<file path="config.mk">
export PLATFORM = sky130hd
export DESIGN_NAME = serial_rx_status
export DESIGN_NICKNAME = d
export VERILOG_FILES = /design/src/rtl/uart_rx_pkg.sv /design/src/rtl/rx_frame_engine.sv /design/src/rtl/rx_flag_fifo.sv /design/src/rtl/serial_rx_status.sv
export SDC_FILE = /design/constraint.sdc
export NUM_CORES = 1
export LEC_CHECK = 0
export BUFFER_PORTS_ARGS = -buffer_cell sky130_fd_sc_hd__buf_2
export CORE_MARGIN = 4
export CORE_UTILIZATION = 65
export CTS_CLUSTER_DIAMETER = 200
export DETAILED_ROUTE_END_ITERATION = 16
export PLACE_DENSITY = 0.82
export SLEW_MARGIN = 20
export SYNTH_ARGS = -nofsm -noshare
export SYNTH_HDL_FRONTEND = slang
export SYNTH_SLANG_ARGS = --single-unit
</file>
<file path="constraint.sdc">
create_clock -name clk -period 6.3 [get_ports clk]
set_input_delay 1.26 -clock clk [delete_from_list [all_inputs] [get_ports clk]]
set_output_delay 1.26 -clock clk [all_outputs]
set_load 0.05 [all_outputs]
</file>
<file path="src/rtl/uart_rx_pkg.sv">
// Shared types and command codes for the serial receiver.
package uart_rx_pkg;

    localparam int RX_DATA_W = 8;

    // Handling of the bit that follows the data bits.
    typedef enum logic [1:0] {
        PAR_NONE  = 2'b00,
        PAR_CHECK = 2'b01,
        PAR_FORCE = 2'b10,
        PAR_ADDR  = 2'b11
    } par_mode_e;

    // Host command codes.
    localparam logic [4:0] CMD_FLUSH_RX   = 5'b00010;
    localparam logic [4:0] CMD_CLR_ERR    = 5'b00100;
    localparam logic [4:0] CMD_CLR_BRKCHG = 5'b00101;

    // One queue entry: per-character flags plus data.
    typedef struct packed {
        logic                 brk;
        logic                 fe;
        logic                 pe;
        logic [RX_DATA_W-1:0] data;
    } rx_entry_t;

endpackage

</file>
<file path="src/rtl/rx_frame_engine.sv">
// Character framer. Qualifies the start bit at mid-bit, shifts in 5..8
// data bits LSB first, takes an optional parity bit and samples the stop
// bit at its middle. When a character completes, it emits a one-cycle
// pulse with the data and flags. After a break it holds off until the line
// has been high for half a bit, then pulses brk_end_o.
// Assumes: baud_tick_i pulses OVS times per bit; configuration is stable
// while a character is in flight.
module rx_frame_engine
    import uart_rx_pkg::*;
#(
    parameter int OVS = 16
) (
    input  logic      clk,
    input  logic      rst_n,
    input  logic      tick_i,
    input  logic      rxd_i,
    input  logic [1:0] len_sel_i,
    input  par_mode_e par_mode_i,
    input  logic      par_sel_i,
    output logic      char_done_o,
    output rx_entry_t char_o,
    output logic      brk_end_o
);

    localparam int PH_W = $clog2(OVS + 1);
    localparam int HALF = OVS / 2;
    localparam int HI_W = $clog2(HALF + 1);
    localparam logic [PH_W-1:0] PH_MID  = PH_W'(OVS / 2 - 1);
    localparam logic [PH_W-1:0] PH_FULL = PH_W'(OVS);
    localparam logic [HI_W-1:0] HI_LAST = HI_W'(HALF - 1);

    typedef enum logic [2:0] {
        ST_IDLE, ST_START, ST_DATA, ST_PAR, ST_STOP, ST_BRKW
    } fr_state_e;

    fr_state_e            state;
    logic [PH_W-1:0]      phase;
    logic [2:0]           bit_idx;
    logic [RX_DATA_W-1:0] shift_q;
    logic                 par_q;
    logic [HI_W-1:0]      hi_cnt;

    logic      par_on;
    logic [2:0] last_idx;
    logic      brk_now;
    logic      pe_raw;
    rx_entry_t frame_w;

    // Decode the configuration and build the entry presented at the stop sample.
    always_comb begin
        par_on   = (par_mode_i != PAR_NONE);
        last_idx = 3'd4 + {1'b0, len_sel_i};
        brk_now  = (shift_q == '0) && (!par_on || !par_q) && !rxd_i;
        case (par_mode_i)
            PAR_CHECK: pe_raw = (^shift_q) ^ par_q ^ par_sel_i;
            PAR_FORCE: pe_raw = par_q ^ par_sel_i;
            PAR_ADDR:  pe_raw = par_q;
            default:   pe_raw = 1'b0;
        endcase
        frame_w.brk  = brk_now;
        frame_w.fe   = !rxd_i && !brk_now;
        frame_w.pe   = brk_now ? 1'b0 : pe_raw;
        frame_w.data = shift_q;
    end

    // Framing state machine, advanced on each oversampling tick.
    always_ff @(posedge clk) begin
        if (!rst_n) begin
            state       <= ST_IDLE;
            phase       <= '0;
            bit_idx     <= '0;
            shift_q     <= '0;
            par_q       <= 1'b0;
            hi_cnt      <= '0;
            char_done_o <= 1'b0;
            char_o      <= '0;
            brk_end_o   <= 1'b0;
        end else begin
            char_done_o <= 1'b0;
            brk_end_o   <= 1'b0;
            if (tick_i) begin
                case (state)
                    ST_IDLE: begin
                        if (!rxd_i) begin
                            state <= ST_START;
                            phase <= PH_W'(1);
                        end
                    end
                    ST_START: begin
                        if (phase == PH_MID) begin
                            if (!rxd_i) begin
                                state   <= ST_DATA;
                                phase   <= PH_W'(1);
                                bit_idx <= '0;
                                shift_q <= '0;
                                par_q   <= 1'b0;
                            end else begin
                                state <= ST_IDLE;
                            end
                        end else begin
                            phase <= phase + 1'b1;
                        end
                    end
                    ST_DATA: begin
                        if (phase == PH_FULL) begin
                            phase            <= PH_W'(1);
                            shift_q[bit_idx] <= rxd_i;
                            if (bit_idx == last_idx) begin
                                state <= par_on ? ST_PAR : ST_STOP;
                            end else begin
                                bit_idx <= bit_idx + 1'b1;
                            end
                        end else begin
                            phase <= phase + 1'b1;
                        end
                    end
                    ST_PAR: begin
                        if (phase == PH_FULL) begin
                            phase <= PH_W'(1);
                            par_q <= rxd_i;
                            state <= ST_STOP;
                        end else begin
                            phase <= phase + 1'b1;
                        end
                    end
                    ST_STOP: begin
                        if (phase == PH_FULL) begin
                            char_done_o <= 1'b1;
                            char_o      <= frame_w;
                            if (brk_now) begin
                                state  <= ST_BRKW;
                                hi_cnt <= '0;
                            end else begin
                                state <= ST_IDLE;
                            end
                        end else begin
                            phase <= phase + 1'b1;
                        end
                    end
                    ST_BRKW: begin
                        if (rxd_i) begin
                            if (hi_cnt == HI_LAST) begin
                                brk_end_o <= 1'b1;
                                state     <= ST_IDLE;
                            end else begin
                                hi_cnt <= hi_cnt + 1'b1;
                            end
                        end else begin
                            hi_cnt <= '0;
                        end
                    end
                    default: state <= ST_IDLE;
                endcase
            end
        end
    end

    // no character is emitted while still waiting for the line to recover.
    p_one_entry_per_break_r5: assert property (@(posedge clk) disable iff (!rst_n)
        (state == ST_BRKW && $past(state == ST_BRKW)) |-> !char_done_o);

    // each completed character is announced for exactly one cycle.
    p_done_single_cycle_r1: assert property (@(posedge clk) disable iff (!rst_n)
        char_done_o |=> !char_done_o);

    // a break entry carries zero data and no other flag.
    p_break_entry_clean_r4: assert property (@(posedge clk) disable iff (!rst_n)
        (char_done_o && char_o.brk) |-> (char_o.data == '0 && !char_o.fe && !char_o.pe));

endmodule

</file>
<file path="src/rtl/rx_flag_fifo.sv">
// Receive queue of character entries with their flags. Presents the head
// entry combinationally. A pop on an empty queue is ignored. A push is
// taken when there is room or when a pop in the same cycle makes room.
// Flush has priority over both.
// Assumes: the producer never pushes into a full queue without a pop.
module rx_flag_fifo
    import uart_rx_pkg::*;
#(
    parameter int DEPTH = 8
) (
    input  logic      clk,
    input  logic      rst_n,
    input  logic      flush_i,
    input  logic      push_i,
    input  rx_entry_t entry_i,
    input  logic      pop_i,
    output rx_entry_t head_o,
    output logic      empty_o,
    output logic      full_o
);

    localparam int AW = (DEPTH > 1) ? $clog2(DEPTH) : 1;
    localparam int CW = $clog2(DEPTH + 1);

    rx_entry_t       mem [DEPTH];
    logic [AW-1:0]   wr_ptr;
    logic [AW-1:0]   rd_ptr;
    logic [CW-1:0]   count;
    logic            pop_ok;
    logic            push_ok;

    function automatic logic [AW-1:0] ptr_next(input logic [AW-1:0] p);
        return (p == AW'(DEPTH - 1)) ? '0 : p + 1'b1;
    endfunction

    // Qualify the requests against occupancy.
    always_comb begin
        empty_o = (count == '0);
        full_o  = (count == CW'(DEPTH));
        pop_ok  = pop_i && !empty_o;
        push_ok = push_i && (!full_o || pop_ok);
        head_o  = mem[rd_ptr];
    end

    // Entry storage; contents need no reset because the count gates them.
    always_ff @(posedge clk) begin
        if (push_ok && !flush_i) begin
            mem[wr_ptr] <= entry_i;
        end
    end

    // Pointer and occupancy bookkeeping.
    always_ff @(posedge clk) begin
        if (!rst_n || flush_i) begin
            wr_ptr <= '0;
            rd_ptr <= '0;
            count  <= '0;
        end else begin
            if (push_ok) wr_ptr <= ptr_next(wr_ptr);
            if (pop_ok)  rd_ptr <= ptr_next(rd_ptr);
            case ({push_ok, pop_ok})
                2'b10:   count <= count + 1'b1;
                2'b01:   count <= count - 1'b1;
                default: count <= count;
            endcase
        end
    end

    // the producer must drop, not push, when the queue is full.
    p_no_overflow_r9: assert property (@(posedge clk) disable iff (!rst_n)
        !(push_i && full_o && !pop_i));

    // a pop on an empty queue leaves it empty.
    p_pop_empty_ignored_r8: assert property (@(posedge clk) disable iff (!rst_n)
        (pop_i && empty_o && !push_i && !flush_i) |=> empty_o);

endmodule

</file>
<file path="src/rtl/serial_rx_status.sv">
// Top of the serial receiver. Connects the framer to the receive queue,
// decodes host commands, keeps the sticky overrun and change-of-break
// flags, and assembles the status word from the queue head.
// Assumes: cmd_valid and rd_pop are single-cycle strobes from the host.
module serial_rx_status
    import uart_rx_pkg::*;
#(
    parameter int OVS        = 16,
    parameter int FIFO_DEPTH = 8
) (
    input  logic       clk,
    input  logic       rst_n,
    input  logic       baud_tick,
    input  logic       rxd,
    input  logic [1:0] char_len,
    input  logic [1:0] parity_mode,
    input  logic       parity_sel,
    input  logic       rd_pop,
    input  logic       cmd_valid,
    input  logic [4:0] cmd_code,
    input  logic       tx_empty,
    input  logic       tx_ready,
    output logic [7:0] status,
    output logic [7:0] rx_data,
    output logic       break_chg
);

    logic      char_done;
    rx_entry_t char_w;
    logic      brk_end;
    rx_entry_t head;
    logic      q_empty;
    logic      q_full;

    logic cmd_flush;
    logic cmd_clr_err;
    logic cmd_clr_chg;
    logic pop_take;
    logic push_req;
    logic ovr_set;
    logic brk_evt;
    logic overrun_q;
    logic chg_q;

    rx_frame_engine #(.OVS(OVS)) u_frame (
        .clk         (clk),
        .rst_n       (rst_n),
        .tick_i      (baud_tick),
        .rxd_i       (rxd),
        .len_sel_i   (char_len),
        .par_mode_i  (par_mode_e'(parity_mode)),
        .par_sel_i   (parity_sel),
        .char_done_o (char_done),
        .char_o      (char_w),
        .brk_end_o   (brk_end)
    );

    rx_flag_fifo #(.DEPTH(FIFO_DEPTH)) u_queue (
        .clk     (clk),
        .rst_n   (rst_n),
        .flush_i (cmd_flush),
        .push_i  (push_req),
        .entry_i (char_w),
        .pop_i   (rd_pop),
        .head_o  (head),
        .empty_o (q_empty),
        .full_o  (q_full)
    );

    // Command decode and the push/drop decision for a completed character.
    always_comb begin
        cmd_flush   = cmd_valid && (cmd_code == CMD_FLUSH_RX);
        cmd_clr_err = cmd_valid && (cmd_code == CMD_CLR_ERR);
        cmd_clr_chg = cmd_valid && (cmd_code == CMD_CLR_BRKCHG);
        pop_take    = rd_pop && !q_empty;
        push_req    = char_done && !cmd_flush && (!q_full || pop_take);
        ovr_set     = char_done && !cmd_flush && q_full && !pop_take;
        brk_evt     = (char_done && char_w.brk) || brk_end;
    end

    // Sticky overrun flag; a new overrun wins over a clear in the same cycle.
    always_ff @(posedge clk) begin
        if (!rst_n) begin
            overrun_q <= 1'b0;
        end else if (ovr_set) begin
            overrun_q <= 1'b1;
        end else if (cmd_clr_err) begin
            overrun_q <= 1'b0;
        end
    end

    // Change-of-break flag, raised at both ends of a break.
    always_ff @(posedge clk) begin
        if (!rst_n) begin
            chg_q <= 1'b0;
        end else if (brk_evt) begin
            chg_q <= 1'b1;
        end else if (cmd_clr_chg) begin
            chg_q <= 1'b0;
        end
    end

    // Status word from the queue head and the sticky flags.
    always_comb begin
        status[7] = head.brk && !q_empty;
        status[6] = head.fe  && !q_empty;
        status[5] = head.pe  && !q_empty;
        status[4] = overrun_q;
        status[3] = tx_empty;
        status[2] = tx_ready;
        status[1] = q_full;
        status[0] = !q_empty;
        rx_data   = head.data;
        break_chg = chg_q;
    end

    // overrun holds until its clear command.
    p_overrun_sticky_r9: assert property (@(posedge clk) disable iff (!rst_n)
        (overrun_q && !cmd_clr_err) |=> overrun_q);

    // the change flag rises only after a break start or end.
    p_chg_has_cause_r6: assert property (@(posedge clk) disable iff (!rst_n)
        $rose(chg_q) |-> $past(brk_evt));

    // a full queue is never reported as empty.
    p_full_implies_ready_r8: assert property (@(posedge clk) disable iff (!rst_n)
        status[1] |-> status[0]);

endmodule

</file>
==> results.json, run 1 <==
{
  "min_from": "u_frame.hi_cnt[1]",
  "port_buffers": 30,
  "path_cells": "mux4_2 > mux2i_1 > nor2_1 > buf_2",
  "p_leak_nw": 2.46,
  "finalInstanceArea_sq_um": 7070,
  "synthCells": 507,
  "vdd.ir_drop.worst_mv": 0.243,
  "ys_ff_latch": 140,
  "wire_per_inst_um": 19.4,
  "postPlaceCellArea_sq_um": 6530,
  "via_per_inst": 6.11,
  "synth_top_area_share_pct": 42.0,
  "syn_avg_cell_area_sq_um": 12.4,
  "dieArea_sq_um": 11300,
  "dp_hpwl_um": 7950,
  "end_kind": "output port",
  "clock_skew_ns": 0.00676,
  "ys_seq_area_share_pct": 58.6,
  "grt_pass1_wl_um": 21200,
  "fillCellCount": 556,
  "grt_usage_pct": 24.9,
  "grt_pass1_vias": 4087,
  "synth_ff_type": "edfxtp_1",
  "setup_violations": 0,
  "timing.hold.ws_ns": 0.480,
  "drv_slew": 0,
  "regToRegSetupSlack_ns": 3.28,
  "use_met1_pct": 29.5,
  "cts_tree": "done",
  "timing.rr.start": "u_queue.count[1]",
  "cts_setup_buffers": 0,
  "grt_max_degree": 34,
  "tightest_slew_ns": 1.07,
  "drc_errors": 0,
  "layout_min_cycle_time_ns": 3.87,
  "synth-simple-area-share_pct": 13.2,
  "yosysUniqueCellTypes": 63,
  "met2_usage_pct": 43.2,
  "drive_gt1_share_pct": 20.6,
  "coreArea_sq_um": 9330,
  "hold_class": "reg2reg",
  "firstDrtPassIters": 6,
  "vias": 4143,
  "synthTopCellsByArea": "edfxtp_1 42%, dfxtp_1 17%, mux4_2 7.9%, ha_1 3.6%, a21oi_1 3.1%",
  "use_met3_pct": 7.04,
  "insertion_delay_ns": 0.52,
  "clock-sinks": 140,
  "mappedNetlistNets": 543,
  "syn_area_sq_um": 6290,
  "overflow": 0,
  "syn2layout_area_growth_pct": 12.4,
  "hold_viol": 0,
  "n_antenna_cell": 0,
  "slowest_stage": "dfxtp_1",
  "clock_path_buffers": 2,
  "drt-total-wl_um": 13100,
  "clk_pin_slew_ns": 0.06,
  "maxCapViolations": 0,
  "nets": 572,
  "crit_type": "reg2out",
  "initial_utilization_pct": 67.4,
  "synth_most_common_cell": "edfxtp_1",
  "detail-route-antenna-nets": 0,
  "synthAdderAreaFrac_pct": 3.58,
  "rows": 35,
  "io_pins": 35,
  "fin_tns_setup_ns": 0,
  "r2r-end": "u_queue.count[2]",
  "cts_buffers": 17,
  "synth_xor_area_share_pct": 1.39,
  "required_ns": 5.04,
  "synth_edf_count": 88,
  "ctsResizeCount": 0,
  "synth_top_cell_by_area": "edfxtp_1",
  "r2r_cells": 11,
  "rsz0062_at_grt": "false",
  "whs_endpoint": "u_frame.hi_cnt[1]",
  "status": "finished clean",
  "gp_congestion": 0.856,
  "crit_path_max_incr_delay_ns": 1.03,
  "htreeDepth": 4,
  "clockRootBuffer": "clkbuf_8",
  "crit_fanout": 22,
  "synth_top_family_by_area": "simple AND/OR/NAND/NOR gates",
  "busiest_layer": "met2",
  "async_flop_share_pct": 0,
  "die_w_um": 106,
  "synth_compound_area_share_pct": 9.27,
  "cts_hold_buf": 0,
  "arrival_ns": 2.61,
  "synthMuxAreaShare_pct": 10.3,
  "max_freq_mhz": 258,
  "setup.worst_path.start_class": "flop",
  "synthTopCellsByCount": "88 x edfxtp_1, 52 x dfxtp_1, 43 x nand2_1, 39 x a21oi_1, 36 x nor2_1",
  "power_density_nw_per_um2": 274,
  "fin_crit_sh_pct": 61.4,
  "yosysWarningCount": 0,
  "die_h_um": 106,
  "relSlewSlack_pct": 28.3,
  "holdPathStages": 2,
  "antenna_found_initial": 0,
  "drt_iter0_drc": 254
}
==> area by class of cell <==
| cell class | instances | area (sq um) | area share [%] |
|---|---|---|---|
| clock buffer | 17 | 414 | 5.86 |
| clock inverter | 15 | 124 | 1.75 |
| inverter | 22 | 82.6 | 1.17 |
| multi-input combinational | 317 | 2390 | 33.8 |
| sequential | 140 | 3680 | 52.1 |
| tap | 129 | 161 | 2.28 |
| timing repair buffer | 38 | 210 | 2.97 |
==> layout by cell type, fill, tap and decap left out, drive strengths merged, types with 3 or more instances in the layout <==
cell,netlist,layout
inv,22,25
mux4,22,22
and3,3,3
a31oi,9,9
nand4b,4,4
nand2,43,43
a21oi,40,40
nor3b,4,4
mux2,8,8
buf,17,38
o21ai,27,27
xor2,3,3
edfxtp,88,88
nor3,12,12
clkinv,0,6
nand2b,6,6
nor2,36,36
clkbuf,11,17
clkinvlp,0,5
ha,18,18
or3b,4,4
and2,4,4
nor2b,6,6
or3,4,4
nand3,15,15
a211oi,3,3
dfxtp,52,52
nand3b,4,4
xnor2,7,7
mux2i,6,6
==> how the worst max path moves through the flow <==
stage,startpoint,end,slack [ns],cells after the start
after detailed placement,cmd_code[3],u_queue.count[3],2.73,11
after global routing,flop,status[5],2.30,4
after global placement,cmd_code[3],u_queue.count[3],2.86,11
after CTS,flop,status[5],2.45,4
after floorplan,cmd_valid,u_queue.mem[4][0],2.81,4
final,flop,status[5],2.43,4
==> cell families after synthesis <==
kind of cell	after synthesis
simple gates	156
flops	140
compound gates	97
buf+inv	50
mux	36
fa+ha+maj	18
xor+xnor	10
==> routing by layer <==
metal / share of wire, % / wire length (um)
met5: 0 / 0
met3: 5.8 / 757
met4: 2.2 / 292
met2: 53 / 6940
met1: 39 / 5130
==> registers in the layout, summed over array words and instances (netlist names), named ones only <==
name	flops
break_chg	1
overrun_q	1
u_frame.bit_idx	3
u_frame.brk_end_o	1
u_frame.char_done_o	1
u_frame.char_o	11
u_frame.hi_cnt	4
u_frame.par_q	1
u_frame.phase	5
u_frame.shift_q	8
u_frame.state	3
u_queue.count	4
u_queue.mem	88
u_queue.rd_ptr	3
u_queue.wr_ptr	3
==> worst max-delay path: cells and delay by family (launching register included) <==
kind                   cells  cell delay, ns
buffers and inverters      1            0.24
DFF                        1            1.03
muxes                      2            0.74
and+or+nand+nor            1            0.07
==> power breakdown <==
part / total (mW) / switching, mW / internal [mW]
clock network: 0.900 / 0.380 / 0.520
registers: 0.975 / 0.00808 / 0.966
logic: 0.0585 / 0.0347 / 0.0238
==> metrics by stage <==
step | cells | utilization, % | setup WS [ns] | power (mW)
2_1_floorplan | 507 | - | 2.81 | 1.04
3_3_place_gp | 646 | 70.0 | 2.86 | 1.05
3_5_place_dp | 646 | 70.0 | 2.73 | 1.05
4_1_cts | 678 | 75.7 | 2.45 | 1.94
5_1_grt | 678 | 75.8 | 2.30 | 2.00
6_report | 678 | 75.8 | 2.43 | 1.93
Power figures use the tool's default switching activity.
==> run 2, diff against run 1 <==
Settings changed: CORE_UTILIZATION 65 to 55, PLACE_DENSITY 0.82 to 0.74.
Clock period 6.3 ns to 3.2 ns, I/O delays scaled along.
==> run 2 against run 1 <==
Net effect:
- count of clock-buffer cells in the layout unchanged
- final cell count increased by 2.1%
- power increased by 100%
- sequential power increased by 97%
- die area increased by 17%
- clock skew increased by 0.0036 ns
- combinational power increased by 95%
- first-iteration DRC count decreased by 6.7%
- sequential cell count unchanged
- global-route usage decreased by 5.7 points
- critical path depth unchanged
- final area increased by 1.2%
- critical endpoint is now rx_data[4]
==> results.json, run 2 (same netlist as run 1, synthesis figures left out) <==
{
  "grt_pass1_wl_um": 19600,
  "end_kind": "output port",
  "n_antenna_cell": 0,
  "antenna_found_initial": 0,
  "final_common_cell": "edfxtp_1",
  "clock-sinks": 140,
  "timing.hold.ws_ns": 0.474,
  "crit_path_max_incr_delay_ns": 0.56,
  "io_pins": 35,
  "via_per_inst": 5.81,
  "wire_per_inst_um": 16.8,
  "layout_min_cycle_time_ns": 2.83,
  "status": "finished clean",
  "initial_utilization_pct": 57.0,
  "clock_path_buffers": 2,
  "setup.worst_path.start_class": "flop",
  "grt_usage_pct": 19.2,
  "fin_util_pct": 64.8,
  "crit_fanout": 22,
  "largest_reg_flops": 88,
  "power_density_nw_per_um2": 551,
  "insertion_delay_ns": 0.41,
  "overflow": 0,
  "fin_ws_ns": 0.370,
  "relSlewSlack_pct": 28.6,
  "cts_hold_buf": 0,
  "drv_slew": 0,
  "vdd.ir_drop.worst_mv": 0.291,
  "coreArea_sq_um": 11000,
  "tightest_slew_ns": 1.07,
  "hold_viol": 0,
  "grt_pass1_vias": 3864,
  "vias": 4020,
  "grt_max_degree": 34,
  "fin_crit_sh_pct": 88.4,
  "ctsResizeCount": 0,
  "clockRootBuffer": "clkbuf_16",
  "setup_violations": 0,
  "final_cell_mix": "88 x edfxtp_1, 52 x dfxtp_1, 43 x nand2_1, 39 x a21oi_1, 36 x nor2_1",
  "cts_tree": "done",
  "p_leak_nw": 2.49,
  "cts_setup_buffers": 0,
  "max_freq_mhz": 353,
  "hold_class": "reg2reg",
  "drc_errors": 0,
  "crit_type": "reg2out",
  "syn2layout_area_growth_pct": 13.7,
  "clk_pin_slew_ns": 0.06,
  "htreeDepth": 4,
  "die_h_um": 115,
  "port_buffers": 30,
  "drt-total-wl_um": 11700,
  "rsz0062_at_grt": "false",
  "cts_buffers": 17,
  "fin_tns_setup_ns": 0,
  "drt_iter0_drc": 237,
  "drive_gt1_share_pct": 21.2,
  "required_ns": 2.56,
  "detail-route-antenna-nets": 0,
  "maxCapViolations": 0,
  "die_w_um": 115,
  "slowest_stage": "mux4_2",
  "reg_top3": "u_queue.mem: 88 flops, u_frame.char_o: 11 flops, u_frame.shift_q: 8 flops",
  "clock_skew_ns": 0.0104,
  "rows": 38,
  "dp_hpwl_um": 7560,
  "gp_congestion": 0.834,
  "arrival_ns": 2.19,
  "nets": 575,
  "path_cells": "buf_4 > mux4_2 > mux2_2 > buf_2",
  "largest-register": "u_queue.mem",
  "dieArea_sq_um": 13200,
  "place_ws_ns": 0.451,
  "firstDrtPassIters": 5
}
## run 2: changes by cell type in the layout (fill, tap and decap cells not counted), moves of 2 or more
cell / previous run / this run
buf_4: 8 / 11
clkinv_1: 3 / 1
clkinv_2: 2 / 0
clkinv_4: 1 / 3
## run 2: final timing paths
| check | startpoint | to | slack [ns] | cells past startpoint |
|---|---|---|---|---|
| worst min-delay path | u_frame.shift_q[3] | u_frame.char_o[3] | 0.47 | 2 |
| worst max register to register | u_queue.count[1] | u_queue.count[2] | 0.62 | 12 |
| worst max-delay path | flop | rx_data[4] | 0.37 | 4 |
| worst min register to register | u_frame.shift_q[3] | u_frame.char_o[3] | 0.47 | 2 |
## run 2: cell type report
| class | instances | area (sq um) |
|---|---|---|
| Clock buffer | 17 | 425 |
| Clock inverter | 15 | 163 |
| Fill cell | 837 | 3880 |
| Inverter | 22 | 82.6 |
| Multi-Input combinational cell | 317 | 2390 |
| Sequential cell | 140 | 3680 |
| Tap cell | 140 | 175 |
| Timing Repair Buffer | 41 | 233 |
## run 2: metrics by stage
stage	cell area (sq um)	std cells	total power, mW
6_report	7150	692	3.94
5_1_grt	7150	692	4.08
4_1_cts	7150	692	3.97
3_5_place_dp	6560	660	2.07
3_3_place_gp	6560	660	2.07
2_1_floorplan	6290	507	2.05
## run 2: per-layer routing
layer	share of wire, %	up-vias	track usage, %
met5	0	-	0
met4	2.1	0	7.82
met3	4.7	23	4.26
met2	50	108	31.6
met1	43	1931	24.8
li1	-	1958	-
## run 2: critical path: cells and delay by family, from the launching register on
kind | cells | cell delay (ns)
mux | 2 | 0.86
flops | 1 | 0.31
buf+inv | 2 | 0.60
## run 2: power by group
| group | switching, mW | internal [mW] | total [mW] | leakage (nW) |
|---|---|---|---|---|
| Clock | 0.755 | 1.16 | 1.91 | 0.271 |
| Sequential | 0.0162 | 1.90 | 1.92 | 1.25 |
| Combinational | 0.0672 | 0.0466 | 0.114 | 0.971 |
==> run 3, diff against run 2 <==
Settings changed: REMOVE_ABC_BUFFERS from default to 1.
==> run 3 against run 2 <==
Net effect:
- count of clock-buffer cells in the layout is 2 higher
- core utilization is 0.26 points higher
- setup slack better by 0.0096 ns
- non-clock buffer count is 1 higher
- clock power is 5% higher
- power is 2.4% higher
- register-to-register slack better by 0.06 ns
- die area stayed put
- worst hold slack worse by 0.0030 ns
- fmax is 0.34% higher
- critical path type unchanged
==> results.json, run 3 (same netlist as run 1, synthesis figures left out) <==
{
  "largest_reg_flops": 88,
  "r2r-end": "u_queue.count[2]",
  "nets": 576,
  "cp.buffers_inverters": 2,
  "drc_errors": 0,
  "cts_tree": "done",
  "crit_type": "reg2out",
  "cts_buffers": 17,
  "p_leak_nw": 2.52,
  "insertion_delay_ns": 0.42,
  "firstDrtPassIters": 5,
  "arrival_ns": 2.18,
  "cts_setup_buffers": 0,
  "htreeDepth": 4,
  "drv_slew": 0,
  "port_buffers": 30,
  "grt_max_degree": 34,
  "final_common_cell": "edfxtp_1",
  "swShare_pct": 19.7,
  "comb_power_share_pct": 2.8,
  "relSlewSlack_pct": 31.3,
  "cts_hold_buf": 0,
  "n_antenna_cell": 0,
  "grt_pass1_wl_um": 19600,
  "status": "finished clean",
  "path_delay_family": "multiplexers",
  "rows": 38,
  "cp.depth": 4,
  "end_kind": "output port",
  "ctsResizeCount": 0,
  "detail-route-antenna-nets": 0,
  "largest-register": "u_queue.mem",
  "seqPwrFrac_pct": 47.5,
  "crit_path_max_incr_delay_ns": 0.56,
  "drt-total-wl_um": 12000,
  "timing.rr.start": "u_queue.count[0]",
  "tightest_slew_ns": 1.03,
  "clockRootBuffer": "clkbuf_16",
  "slowest_stage": "mux4_2",
  "grt_pass1_vias": 3881,
  "overflow": 0,
  "clock_path_buffers": 2,
  "max_freq_mhz": 355,
  "clock-sinks": 140,
  "hold_class": "reg2reg",
  "fin_crit_sh_pct": 88.1,
  "totalPowerFinal_mw": 4.04,
  "power_density_nw_per_um2": 562,
  "maxCapViolations": 0,
  "final_cell_mix": "88 x edfxtp_1, 52 x dfxtp_1, 43 x nand2_1, 39 x a21oi_1, 35 x nor2_1",
  "timing.hold.ws_ns": 0.471,
  "via_per_inst": 5.76,
  "power.internal_mw": 3.24,
  "die_w_um": 115,
  "fin_tns_setup_ns": 0,
  "drt_iter0_drc": 328,
  "grt_usage_pct": 19.5,
  "vdd.ir_drop.worst_mv": 0.438,
  "fin_ws_ns": 0.380,
  "drive_gt1_share_pct": 20.8,
  "die_h_um": 115,
  "coreArea_sq_um": 11000,
  "antenna_found_initial": 0,
  "path_cells": "buf_4 > mux4_2 > mux2_2 > buf_2",
  "dp_hpwl_um": 7670,
  "crit_fanout": 22,
  "dieArea_sq_um": 13200,
  "reg_top3": "u_queue.mem: 88 flops, u_frame.char_o: 11 flops, u_frame.shift_q: 8 flops",
  "regToRegSetupSlack_ns": 0.68,
  "r2r_cells": 12,
  "io_pins": 35,
  "clkPwrFrac_pct": 49.6,
  "min_from": "u_frame.hi_cnt[1]",
  "rsz0062_at_grt": "false",
  "vias": 3995,
  "clk_pin_slew_ns": 0.05,
  "setup_violations": 0,
  "wire_per_inst_um": 17.3,
  "setup.worst_path.start_class": "flop",
  "syn2layout_area_growth_pct": 14.2,
  "layout_min_cycle_time_ns": 2.82,
  "crit_end": "rx_data[6]",
  "place_ws_ns": 0.503,
  "required_ns": 2.56,
  "hold_viol": 0,
  "p_switching_uw": 795,
  "gp_congestion": 0.857,
  "clock_skew_ns": 0.00846,
  "initial_utilization_pct": 57.0
}
## run 3: cell type report
cell class	instances	area (sq um)
Tap cell	140	175
Timing Repair Buffer	42	240
Inverter	22	82.6
Fill cell	826	3850
Multi-Input combinational cell	317	2390
Sequential cell	140	3680
Clock inverter	13	174
Clock buffer	19	433
## run 3: worst reg2reg max path, stage by stage, from the launching register on
cell,delay (ns)
dfxtp_1,0.36
nor4_1,0.29
buf_4,0.18
inv_1,0.05
nand2_1,0.14
inv_1,0.12
ha_1,0.28
xor2_1,0.16
ha_1,0.20
a21oi_1,0.14
xor2_1,0.09
or3_1,0.30
a21oi_1,0.14
## run 3: through the flow
step,util (%),instance area (sq um),cells
after floorplan,-,6140,479
after global placement,59.6,6570,661
after detailed placement,59.6,6570,661
after CTS,65.1,7180,693
after global routing,65.1,7180,693
final,65.1,7180,693
## run 3: layer usage
layer,wire length [um],vias to the layer above,track usage (%)
met5,0,-,0
met4,110,0,6.18
met3,505,11,5.53
met2,6060,83,31.7
met1,5280,1943,25.6
li1,-,1958,-
## run 3: power by group through the flow
stage	Clock, mW	Combinational, mW	Sequential, mW
5_1_grt	2.13	0.128	1.92
3_3_place_gp	0	0.110	1.96
4_1_cts	2.03	0.114	1.92
2_1_floorplan	0	0.0791	1.95
3_5_place_dp	0	0.113	1.96
6_report	2.00	0.115	1.92
## run 3: worst min-delay path by stage
stage	to	slack (ns)	cells past startpoint
after floorplan	u_frame.char_o[4]	0.44	2
after global placement	u_frame.hi_cnt[3]	0.46	2
after detailed placement	u_frame.hi_cnt[1]	0.47	2
after CTS	u_frame.hi_cnt[1]	0.48	2
after global routing	u_frame.char_o[3]	0.51	2
final	u_frame.hi_cnt[1]	0.47	2
